--- src/rtl/vcc_pkg.sv ---
package vcc_pkg;
  localparam int unsigned LANE_W = 32;

  typedef enum logic [1:0] {
    OP_ADD_FLAG = 2'b00,
    OP_SUB_FLAG = 2'b01,
    OP_ADD_FIX  = 2'b10,
    OP_SUB_FIX  = 2'b11
  } vcc_op_e;

  // one lane: a + (sub ? ~b : b) + cin, returns {cout, sum}
  function automatic logic [LANE_W:0] lane_step(input logic [LANE_W-1:0] a,
                                                 input logic [LANE_W-1:0] b,
                                                 input logic sub,
                                                 input logic cin);
    logic [LANE_W-1:0] bx;
    bx = sub ? ~b : b;
    return {1'b0, a} + {1'b0, bx} + {{LANE_W{1'b0}}, cin};
  endfunction

  // carry into the first executed lane
  function automatic logic first_carry(input logic [1:0] op,
                                       input logic skip,
                                       input logic flag);
    if (op[1] && !skip) return op[0];
    return flag;
  endfunction
endpackage

--- src/rtl/vcc_lane_alu.sv ---
module vcc_lane_alu
  import vcc_pkg::*;
#(
  parameter int unsigned W = LANE_W
) (
  input  logic [W-1:0] a,
  input  logic [W-1:0] b,
  input  logic         sub,
  input  logic         cin,
  output logic [W-1:0] sum,
  output logic         cout
);
  logic [W-1:0] bx;
  logic [W:0]   full;

  always_comb begin
    bx   = sub ? ~b : b;
    full = {1'b0, a} + {1'b0, bx} + {{W{1'b0}}, cin};
    sum  = full[W-1:0];
    cout = full[W];
  end
endmodule

--- src/rtl/vcc_beat_seq.sv ---
module vcc_beat_seq #(
  parameter int unsigned LANES = 4,
  localparam int unsigned BW = (LANES > 1) ? $clog2(LANES) : 1
) (
  input  logic          clk,
  input  logic          rst_n,
  input  logic          start,
  input  logic          skip_first,
  output logic          accept,
  output logic          busy,
  output logic [BW-1:0] beat,
  output logic          last
);
  localparam logic [BW-1:0] LAST_BEAT = BW'(LANES - 1);

  assign accept = start && !busy;
  assign last   = (beat == LAST_BEAT);

  always_ff @(posedge clk) begin
    if (!rst_n) begin
      busy <= 1'b0;
      beat <= '0;
    end else if (accept) begin
      busy <= 1'b1;
      beat <= skip_first ? BW'(1) : '0;
    end else if (busy) begin
      if (last) busy <= 1'b0;
      else      beat <= beat + 1'b1;
    end
  end

  // lanes are taken in ascending order, one per cycle
  p_beat_order_r3: assert property (@(posedge clk) disable iff (!rst_n)
    busy && !last |=> busy && beat == $past(beat) + 1'b1);

  // a skipped first beat starts the run at lane 1
  p_skip_start_r8: assert property (@(posedge clk) disable iff (!rst_n)
    accept && skip_first |=> busy && beat == BW'(1));

  // the run ends right after the last beat
  p_end_after_last_r10: assert property (@(posedge clk) disable iff (!rst_n)
    busy && last |=> !busy);
endmodule

--- src/rtl/vcarry_chain.sv ---
module vcarry_chain
  import vcc_pkg::*;
#(
  parameter int unsigned VEC_W = 128,
  localparam int unsigned LANES = VEC_W / LANE_W,
  localparam int unsigned BW = (LANES > 1) ? $clog2(LANES) : 1
) (
  input  logic             clk,
  input  logic             rst_n,
  input  logic             start_i,
  input  logic             skip_first_i,
  input  logic [1:0]       op_i,
  input  logic [LANES-1:0] beat_en_i,
  input  logic [VEC_W-1:0] a_i,
  input  logic [VEC_W-1:0] b_i,
  output logic [VEC_W-1:0] result_o,
  output logic             carry_flag_o,
  output logic             busy_o,
  output logic             done_o
);
  logic [VEC_W-1:0]  a_q, b_q, result_q;
  logic [1:0]        op_q;
  logic [LANES-1:0]  en_q;
  logic              carry_q, flag_q, done_q;

  // named internal events
  logic              accept, busy, last, exec_last, lane_en;
  logic [BW-1:0]     beat;
  logic [LANE_W-1:0] lane_a, lane_b, lane_sum;
  logic              lane_cout, carry_next;

  vcc_beat_seq #(.LANES(LANES)) u_seq (
    .clk        (clk),
    .rst_n      (rst_n),
    .start      (start_i),
    .skip_first (skip_first_i),
    .accept     (accept),
    .busy       (busy),
    .beat       (beat),
    .last       (last)
  );

  assign lane_a     = a_q[beat*LANE_W +: LANE_W];
  assign lane_b     = b_q[beat*LANE_W +: LANE_W];
  assign lane_en    = en_q[beat];
  assign exec_last  = busy && last;

  vcc_lane_alu #(.W(LANE_W)) u_alu (
    .a    (lane_a),
    .b    (lane_b),
    .sub  (op_q[0]),
    .cin  (carry_q),
    .sum  (lane_sum),
    .cout (lane_cout)
  );

  assign carry_next = lane_en ? lane_cout : carry_q;

  always_ff @(posedge clk) begin
    if (!rst_n) begin
      a_q     <= '0;
      b_q     <= '0;
      op_q    <= 2'b00;
      en_q    <= '0;
      carry_q <= 1'b0;
      flag_q  <= 1'b0;
      done_q  <= 1'b0;
    end else begin
      done_q <= exec_last;
      if (accept) begin
        a_q     <= a_i;
        b_q     <= b_i;
        op_q    <= op_i;
        en_q    <= beat_en_i;
        carry_q <= first_carry(op_i, skip_first_i, flag_q);
      end else if (busy) begin
        carry_q <= carry_next;
        if (last) flag_q <= carry_next;
      end
    end
  end

  for (genvar g = 0; g < LANES; g++) begin : g_lane
    always_ff @(posedge clk) begin
      if (!rst_n)
        result_q[g*LANE_W +: LANE_W] <= '0;
      else if (busy && lane_en && beat == BW'(g))
        result_q[g*LANE_W +: LANE_W] <= lane_sum;
    end
  end

  assign result_o     = result_q;
  assign carry_flag_o = flag_q;
  assign busy_o       = busy;
  assign done_o       = done_q;

  // fixed add starts from a clear carry
  p_fix_add_init_r4: assert property (@(posedge clk) disable iff (!rst_n)
    accept && op_i == OP_ADD_FIX && !skip_first_i |=> carry_q == 1'b0);

  // fixed subtract starts from a set carry
  p_fix_sub_init_r5: assert property (@(posedge clk) disable iff (!rst_n)
    accept && op_i == OP_SUB_FIX && !skip_first_i |=> carry_q == 1'b1);

  // flag modes and resumed runs start from the stored flag
  p_flag_init_r6: assert property (@(posedge clk) disable iff (!rst_n)
    accept && (!op_i[1] || skip_first_i) |=> carry_q == $past(flag_q));

  // the flag moves only on the final beat
  p_flag_hold_r7: assert property (@(posedge clk) disable iff (!rst_n)
    !exec_last |=> $stable(flag_q));

  // a disabled beat touches neither the result nor the carry
  p_masked_beat_r9: assert property (@(posedge clk) disable iff (!rst_n)
    busy && !lane_en |=> $stable(result_q) && $stable(carry_q));

  // done follows the final beat and lasts one cycle
  p_done_follows_r10: assert property (@(posedge clk) disable iff (!rst_n)
    exec_last |=> done_q);
  p_done_single_r10: assert property (@(posedge clk) disable iff (!rst_n)
    done_q |=> !done_q);

  // a start during a run does not reload the operands
  p_busy_start_r11: assert property (@(posedge clk) disable iff (!rst_n)
    busy && start_i |=> $stable(a_q) && $stable(b_q) && $stable(op_q));
endmodule

--- config.mk ---
export PLATFORM = sky130hd
export DESIGN_NAME = vcarry_chain
export DESIGN_NICKNAME = d
export VERILOG_FILES = /design/src/rtl/vcc_pkg.sv /design/src/rtl/vcc_lane_alu.sv /design/src/rtl/vcc_beat_seq.sv /design/src/rtl/vcarry_chain.sv
export SDC_FILE = /design/constraint.sdc
export NUM_CORES = 1
export LEC_CHECK = 0
export ABC_AREA = 1
export BUFFER_PORTS_ARGS = -buffer_cell sky130_fd_sc_hd__buf_2
export CELL_PAD_IN_SITES_DETAIL_PLACEMENT = 1
export CELL_PAD_IN_SITES_GLOBAL_PLACEMENT = 2
export CORE_MARGIN = 8
export CORE_UTILIZATION = 30
export DETAILED_ROUTE_END_ITERATION = 10
export PLACE_DENSITY = 0.86
export REMOVE_ABC_BUFFERS = 1
export SKIP_CTS_REPAIR_TIMING = 1
export SLEW_MARGIN = 5
export SYNTH_ARGS = -nofsm -noshare
export SYNTH_HDL_FRONTEND = slang
export SYNTH_SLANG_ARGS = --single-unit
--- constraint.sdc ---
create_clock -name clk -period 3.9 [get_ports clk]
set_input_delay 0 -clock clk [delete_from_list [all_inputs] [get_ports clk]]
set_output_delay 0 -clock clk [all_outputs]
set_load 0.03 [all_outputs]
### Word level (Yosys, flattened, before mapping)

Index checks and enable logic that the tools add are counted.

* flip-flop bits (word level): 395
* bits in latches: 0
* memory bits (writable): 0
* ROM bits: 0
* input bits: 266
* output and inout port bits: 131
* word-level logic and storage cells: 57
* memories kept: 0

* $add $sub $neg: 3
* multipliers: 0
* div/mod/pow operators: 0
* order comparisons: 1
* eq/ne operators: 4
* shift operators: 2
* multiplexer cells: 18
* bitwise logic cells: 2
* reductions and logical operators: 14

Operator list (number)
* $shiftx A128 B8 Y32: 2
* $add A32 B32 Y33: 1
* $add A33 B1 Y33: 1
* $mux W32: 1
* $not A32 Y32: 1
* $mux W1: 13
* $logic_and A1 B1 Y1: 8
* $mux W2: 3
* $eq A2 B2 Y1 const B: 2
* $lt A2 B3 Y1 const B: 1
* $reduce_and A3 Y1: 1
* $add A2 B1 Y2 const B: 1
* $bmux W1 S2: 1
* $eq A2 B1 Y1 const B: 1
* $logic_not A1 Y1: 2
* $logic_not A2 Y1: 1
* $ne A2 B2 Y1 const B: 1
* $reduce_and A2 Y1: 1
* $reduce_bool A2 Y1: 1
* $not A1 Y1: 1

### Longest topological paths before layout

Gate-level depths: netlist of run 1.

* depth in word-level cells: 8
* depth in mapped cells: 20
* gate-level depth less buffers: 18

### Hierarchy

Synthesis of run 1 repeated with hierarchy kept, for this count alone.

* cells, all modules: 2623
* area total of the unflattened synthesis: 18311.3 um^2

By module, submodules not included
* vcarry_chain: instances 1, cells each 2046, area an instance 15389.8 um^2, seq. area each 7847.5 um^2
* vcc_lane_alu: instances 1, cells each 553, area an instance 2755.1 um^2, seq. area each 0.0 um^2
* vcc_beat_seq: instances 1, cells each 24, area an instance 166.4 um^2, seq. area each 60.1 um^2

### Least setup slack after synthesis of run 1

OpenSTA, ideal clock, no wires.

* path kind: reg-to-reg
* start point: register u_seq.beat[1]
* end point: register result_q[30], in the netlist result_o[30]
* setup time: 0.109 ns
* arrival: 2.904 ns
* required time: 3.791 ns
* setup slack: 0.887 ns
* stages on the path, launching flop included: 20
* path buffers: 2
* period minus slack after synthesis: 3.013 ns
* path through: dfxtp_1 > clkbuf_1 > clkbuf_1 > o21ai_0 > o22ai_1 > xor2_1 > fa_1 > fa_1 > nand2_1 > nand2_1 > nand3_1 > nand2_1 > nand2_1 > nand2_1 > nand2_1 > nand2_1 > nand2_1 > nand3_1 > nand2_1 > inv_1

* word-level cells in the longest chain between the ends: 5
* elaborated cells on any way between the ends: 11
* classes of those cells: add/sub (2); shift (2); mux (3); bitwise (1); reduce/logical (3)

Ends and longest elaborated chain
* from (decl): RTL line vcc_beat_seq.sv:11 `output logic [BW-1:0] beat,`
* from (signal assigned): RTL line vcc_beat_seq.sv:25 `beat <= skip_first ? BW'(1) : '0;`
* from (signal assigned): RTL line vcc_beat_seq.sv:28 `else beat <= beat + 1'b1;`
* $shiftx A128 B8 Y32: RTL line vcarry_chain.sv:44 `assign lane_b = b_q[beat*LANE_W +: LANE_W];`
* $not A32 Y32: RTL line vcc_lane_alu.sv:17 `bx = sub ? ~b : b;`
* $mux W32: RTL line vcc_lane_alu.sv:17
* $add A32 B32 Y33: RTL line vcc_lane_alu.sv:18 `full = {1'b0, a} + {1'b0, bx} + {{W{1'b0}}, cin};`
* $add A33 B1 Y33: RTL line vcc_lane_alu.sv:18
* to (signal, indexed assignment): RTL line vcarry_chain.sv:88 `result_q[g*LANE_W +: LANE_W] <= lane_sum;`
* to (decl): RTL line vcarry_chain.sv:21 `logic [VEC_W-1:0] a_q, b_q, result_q;`

Several ways; a longest one is shown, not always the timed one. The select of a mux whose other input is x is not followed.
A chain may end at the register's enable or synchronous reset.

### Worst setup path in the final report of run 1

* start point: register u_seq.beat[0]
* end point: register result_q[111], in the netlist result_o[111]

The elaborated chain is that of the path after synthesis.

==> results.json, run 1 <==
{
  "status": "finished clean",
  "p_sw_share_pct": 34.2,
  "intPower_mw": 7.98,
  "port_buffers": 396,
  "vias": 20695,
  "dp.cells": 3871,
  "wl_met3_um": 3740,
  "power_frac_comb_pct": 27.5,
  "dp_hpwl_um": 54200,
  "ant_nets": 0,
  "crit_chain": "inv_4 -> buf_4 -> buf_4 -> o21ai_0 -> o22ai_1 -> xor2_1 -> ha_1 -> nand2_1 -> nor2_1 -> nand3_1 -> nand2_1 -> nand2_1 -> nand2_1 -> xor2_1 -> o21bai_1 -> inv_1",
  "startpoint": "u_seq.beat[0]",
  "hold_viol": 0,
  "netlist_area_um2": 18700,
  "clkPwrFrac_pct": 36.0,
  "reg2reg_to": "result_o[111]",
  "initial_core_util_pct": 30.3,
  "core-area_um2": 61700,
  "cts.htree.levels": 2,
  "cp_slowest_stage_delay_ns": 0.52,
  "path_max_fanout": 30,
  "ys_warn_count": 0,
  "synthMuxAreaShare_pct": 0,
  "finalNetCount": 3647,
  "fp.dieW_um": 266,
  "post-route-period-util_pct": 91.6,
  "finClkSkew_ns": 0.0263,
  "slowest_stage": "xor2_1",
  "grt.overflow.total": 0,
  "clk_latency_ns": 0.58,
  "final_cells": 4223,
  "drtPass1Iterations": 5,
  "crit_end": "result_o[111]",
  "routed_via_density": 4.90,
  "synth.distinct_cells": 33,
  "fp-row-count": 91,
  "synth-compound-area-share_pct": 17.0,
  "finalPower_mw": 12.1,
  "synth-simple-area-share_pct": 27.0,
  "rsz0062_at_grt": "no",
  "cts_max_path_buffers": 3,
  "hp-class": "in2reg",
  "synth_top_family_by_area": "simple AND/OR/NAND/NOR gates",
  "leakagePower_nw": 12.7,
  "r2r_cells": 16,
  "clockRootBuffer": "clkbuf_16",
  "synth_xor_xnor_area_share_pct": 2.06,
  "area_delta_synth_final_pct": 36.6,
  "slew_viol_final": 0,
  "cp-start-kind": "register",
  "drtIter0Drc": 1133,
  "max_freq_mhz": 280,
  "ios": 397,
  "synthCells": 2778,
  "ys_ff_latch": 395,
  "top_layer": "met4",
  "worst-path-buf-inv": 4,
  "die_y_um": 266,
  "crit_required_ns": 4.43,
  "grt_max_degree": 263,
  "p_sw_mw": 4.16,
  "powerDensity_nw_per_um2": 475,
  "reg2reg_from": "u_seq.beat[0]",
  "drc": 0,
  "utilization_pct": 41.4,
  "totalWireLength_um": 81800,
  "place.gp.congestion": 0.854,
  "antenna_found_initial": 8,
  "syn_avg_cell_area_um2": 6.73,
  "cap_violations": 0,
  "ff2ff_setup_slack_ns": 0.33,
  "grt_pass1_vias": 20136,
  "crit_type": "reg2reg",
  "crit_family": "buffers and inverters",
  "path_common_cell": "nand2_1",
  "die_area_um2": 70600,
  "min_period_ns": 3.57,
  "ir_drop_v": 0.000350,
  "p_seq_share_pct": 36.6,
  "cts_made_buffers": 44,
  "wl_met1_um": 35900,
  "synthAdderAreaFrac_pct": 2.56,
  "timing.final.ws_setup_ns": 0.329,
  "wl_met2_um": 39000,
  "cts_sinks": 395,
  "path_clk_slew_ns": 0.07,
  "place_ws_ns": 0.395,
  "path_depth": 16,
  "track_usage_pct": 20.0,
  "worst_ep_arrival_time_ns": 4.10,
  "cp-end-kind": "register",
  "ys_seq_area_share_pct": 42.3,
  "fin_tns_setup_ns": 0,
  "relSlewSlack_pct": 25.6,
  "setup_viol": 0,
  "tightest_slew_ns": 1.12,
  "grt_pass1_wl_um": 113000,
  "cts_tree": "done",
  "drive_gt1_share_pct": 15.5,
  "wl_per_cell_um": 19.4
}
layout by cell type (no fill, tap or decap), types with 12 or more instances in the layout:
cell type / n
a21oi_1: 44
buf_2: 395
buf_4: 21
clkbuf_16: 45
clkbuf_8: 12
dfxtp_1: 392
dlygate4sd3_1: 264
ha_1: 35
inv_1: 245
nand2_1: 330
nand3_1: 102
nor2_1: 830
o21a_1: 15
o21ai_0: 433
o22ai_1: 64
xor2_1: 40
kinds of logic (layout without fill, tap and decap cells):
| kind of cell | count (synthesis) | after routing |
|---|---|---|
| AO/OA/AOI/OAI | 593 | 593 |
| XOR/XNOR | 44 | 44 |
| flip-flops | 395 | 395 |
| other | 0 | 9 |
| adder cells (fa/ha/maj) | 37 | 37 |
| buffers and inverters | 423 | 1022 |
| AND/OR/NAND/NOR | 1286 | 1286 |
sequential cells by signal, indices dropped and copies added, names as in the netlist:
| signal | count |
|---|---|
| carry_flag_o | 1 |
| u_seq.beat | 2 |
| en_q | 4 |
| done_o | 1 |
| u_seq.busy | 1 |
| b_q | 128 |
| a_q | 128 |
| result_o | 128 |
| carry_q | 1 |
| op_q | 1 |
cell usage after synthesis, drive strengths merged:
library cell / n / share of area (%)
clkbuf: 121 / 2.4
nor2: 833 / 17
o21ai: 443 / 12
o21a: 15 / 0.60
dfxtp: 395 / 42
buf: 50 / 1.6
a31oi: 2 / 0.067
nand3: 104 / 2.8
clkinv: 1 / 0.020
nand2: 334 / 6.9
fa: 2 / 0.21
inv: 251 / 5.0
a21o: 4 / 0.16
xnor2: 4 / 0.19
o21bai: 5 / 0.20
a21oi: 44 / 1.2
xor2: 40 / 1.9
ha: 35 / 2.3
o211ai: 16 / 0.80
and2: 4 / 0.13
nor3: 8 / 0.21
o22ai: 64 / 2.1
nand4: 3 / 0.10
power groups by stage:
| stage | Combinational, mW | Sequential, mW | Clock, mW |
|---|---|---|---|
| finish | 3.33 | 4.44 | 4.36 |
| global route | 3.69 | 4.46 | 4.61 |
| CTS | 3.12 | 4.43 | 4.45 |
| detailed placement | 3.09 | 4.52 | 0 |
| global placement | 3.03 | 4.51 | 0 |
| floorplan | 1.77 | 4.57 | 0 |
through the flow:
step | hold WS (ns) | cell area [um^2]
after floorplan | 0.125 | 17900
after global placement | 0.225 | 21400
after detailed placement | 0.230 | 21400
after CTS | -0.382 | 22900
after global routing | 0.0661 | 25500
final | 0.0502 | 25500
metal layers:
metal | global-route usage (%) | up-vias
met5 | 0 | -
met4 | 6.86 | 0
met3 | 3.43 | 179
met2 | 32.8 | 542
met1 | 26.3 | 10010
li1 | - | 9964
tightest hold or removal path, cell delays in order:
cell and delay, ns:
clkbuf_8 0.30, o211ai_2 0.18, inv_1 0.04
final cells by class:
class                           count  area, um^2
Inverter                          252         956
Clock inverter                     16         204
Antenna cell                        9        22.5
Sequential cell                   395        7910
Fill cell                        7897       36200
Multi-Input combinational cell   1960        9100
Tap cell                          837        1050
Clock buffer                       63        1300
Timing Repair Buffer              691        4990
worst min-delay path by stage:
stage	from	slack (ns)	cells past startpoint	end
after floorplan	rst_n	0.13	2	result_o[14]
after global placement	a_i[22]	0.23	3	a_q[22]
after detailed placement	b_i[31]	0.23	3	b_q[31]
after CTS	b_i[36]	-0.38	3	b_q[36]
after global routing	rst_n	0.07	3	result_o[77]
final	rst_n	0.05	3	result_o[46]
Note: power is estimated with default switching activity, not from simulation.
==> run 2, diff against run 1 <==
--- a/config.mk
+++ b/config.mk
@@ -12,8 +12,10 @@
 export CORE_MARGIN = 8
 export CORE_UTILIZATION = 30
 export DETAILED_ROUTE_END_ITERATION = 10
+export GPL_ROUTABILITY_DRIVEN = 1
 export PLACE_DENSITY = 0.86
 export REMOVE_ABC_BUFFERS = 1
+export SETUP_SLACK_MARGIN = 0.5
 export SKIP_CTS_REPAIR_TIMING = 1
 export SLEW_MARGIN = 5
 export SYNTH_ARGS = -nofsm -noshare
==> run 2 against run 1 <==
Wire length rose by 0.45%. Sequential share of layout area shrank 0.22 points. Total power up 0.77%. Non-clock buffer count grew 3. Critical path depth is 1 lower. Final cell count rose by 0.12%. Clock skew barely moved. First-iteration DRC count grew 5.7%. Die area stayed put. Global-route usage did not move. Flip-flop and latch count unchanged. Final area increased by 0.73%.
==> results.json, run 2 (synthesized netlist as in run 1, its figures left out) <==
{
  "status": "finished clean",
  "clk_latency_ns": 0.58,
  "crit_chain": "buf_8 -> o21ai_0 -> o22ai_1 -> xor2_1 -> ha_1 -> nand2_1 -> inv_1 -> nand2_1 -> nor3_1 -> and2_1 -> nand2_1 -> nand3_1 -> nand3_1 -> nand2_1 -> inv_1",
  "die_y_um": 266,
  "grt_pass1_vias": 20136,
  "tightest_slew_ns": 1.10,
  "die_area_um2": 70600,
  "grt.overflow.total": 0,
  "fill_cells": 7883,
  "p_seq_share_pct": 36.3,
  "totalWireLength_um": 82200,
  "area_delta_synth_final_pct": 37.6,
  "cts_made_buffers": 44,
  "cts_max_path_buffers": 3,
  "slowest_stage": "ha_1",
  "worst-path-buf-inv": 3,
  "routed_via_density": 4.91,
  "grt_pass1_wl_um": 113000,
  "path_max_fanout": 48,
  "regArea_um2": 7910,
  "p_sw_share_pct": 34.4,
  "layout_commonest_cell": "nor2_1",
  "hold_viol": 0,
  "cts_sinks": 395,
  "finalNetCount": 3651,
  "dp_hpwl_um": 54200,
  "min_period_ns": 3.20,
  "cp-end-kind": "register",
  "layout_common_cells": "nor2_1 (826), o21ai_0 (433), buf_2 (395)",
  "hp-class": "in2reg",
  "min_from": "rst_n",
  "p_sw_mw": 4.20,
  "fp.dieW_um": 266,
  "fin_area_um2": 25700,
  "startpoint": "u_seq.beat[0]",
  "cap_violations": 0,
  "powerDensity_nw_per_um2": 475,
  "antenna_found_initial": 8,
  "multiInputGateArea_um2": 9210,
  "slew_viol_final": 0,
  "crit_family": "simple AND/OR/NAND/NOR gates",
  "drtPass1Iterations": 6,
  "vias": 20756,
  "dpl_cell_area_um2": 21400,
  "leakagePower_nw": 12.8,
  "relSlewSlack_pct": 26.4,
  "place.gp.congestion": 0.854,
  "intPower_mw": 8.02,
  "cp-start-kind": "register",
  "clkPwrFrac_pct": 35.7,
  "drive_gt1_share_pct": 16.4,
  "setup_viol": 0,
  "path_common_cell": "nand2_1",
  "worst_ep_arrival_time_ns": 3.66,
  "crit_type": "reg2reg",
  "path_clk_slew_ns": 0.07,
  "ir_drop_v": 0.000351,
  "max_freq_mhz": 313,
  "clockRootBuffer": "clkbuf_16",
  "cts.htree.levels": 2,
  "fin_tns_setup_ns": 0,
  "final_cells": 4228,
  "drtIter0Drc": 1198,
  "ios": 397,
  "post-route-period-util_pct": 82.0,
  "dp.cells": 3871,
  "rsz0062_at_grt": "yes",
  "track_usage_pct": 20.0,
  "drc": 0,
  "power_frac_comb_pct": 28.0,
  "ant_nets": 0,
  "initial_core_util_pct": 30.3,
  "core-area_um2": 61700,
  "finClkSkew_ns": 0.0267,
  "cts_tree": "done",
  "utilization_pct": 41.7,
  "port_buffers": 396,
  "reg2reg_from": "u_seq.beat[0]",
  "cp_slowest_stage_delay_ns": 0.48,
  "grt_max_degree": 263,
  "wl_per_cell_um": 19.4,
  "fp-row-count": 91,
  "crit_required_ns": 4.36
}
run 2: routing by layer:
layer	share of wire (%)	vias up	global-route usage, %
met5	0	-	0
met4	3.6	0	6.86
met3	4.6	163	3.43
met2	48	558	32.8
met1	44	10061	26.3
li1	-	9974	-
run 2: tightest hold or removal path, delay by kind of cell:
| kind | cells | cell delay [ns] |
|---|---|---|
| AO/OA/AOI/OAI | 1 | 0.18 |
| buffers and inverters | 2 | 0.34 |
run 2: final timing paths:
kind	to	slack, ns	depth (start not counted)
hold / removal	result_o[46]	0.04	3
setup / recovery	result_o[25]	0.70	15
setup reg to reg	result_o[25]	0.70	15
hold reg to reg	result_o[65]	0.49	2
run 2: stage by stage:
step                total power [mW]  hold slack (ns)  worst slack [ns]
floorplan                       6.34            0.125            -11.46
global placement                7.54            0.225             0.414
detailed placement              7.61            0.230             0.395
CTS                             12.0           -0.382             0.368
global route                    12.8           0.0661             0.467
finish                          12.2           0.0417             0.701
run 2: area by class of cell:
type / count / area share, %
diodes: 10 / 0.0973
clock buffers: 63 / 5.07
clock inverters: 16 / 0.793
inverters: 252 / 3.75
multi-input cells: 1960 / 35.8
flip-flops and latches: 395 / 30.8
well taps: 837 / 4.07
repair buffers: 694 / 19.6
repair inverters: 1 / 0.0340
run 2: power by group through the flow:
stage / clock network (mW) / registers (mW) / logic (mW)
2_1_floorplan: 0 / 4.57 / 1.77
3_3_place_gp: 0 / 4.51 / 3.03
3_5_place_dp: 0 / 4.52 / 3.09
4_1_cts: 4.45 / 4.43 / 3.12
5_1_grt: 4.61 / 4.46 / 3.78
6_report: 4.37 / 4.44 / 3.42
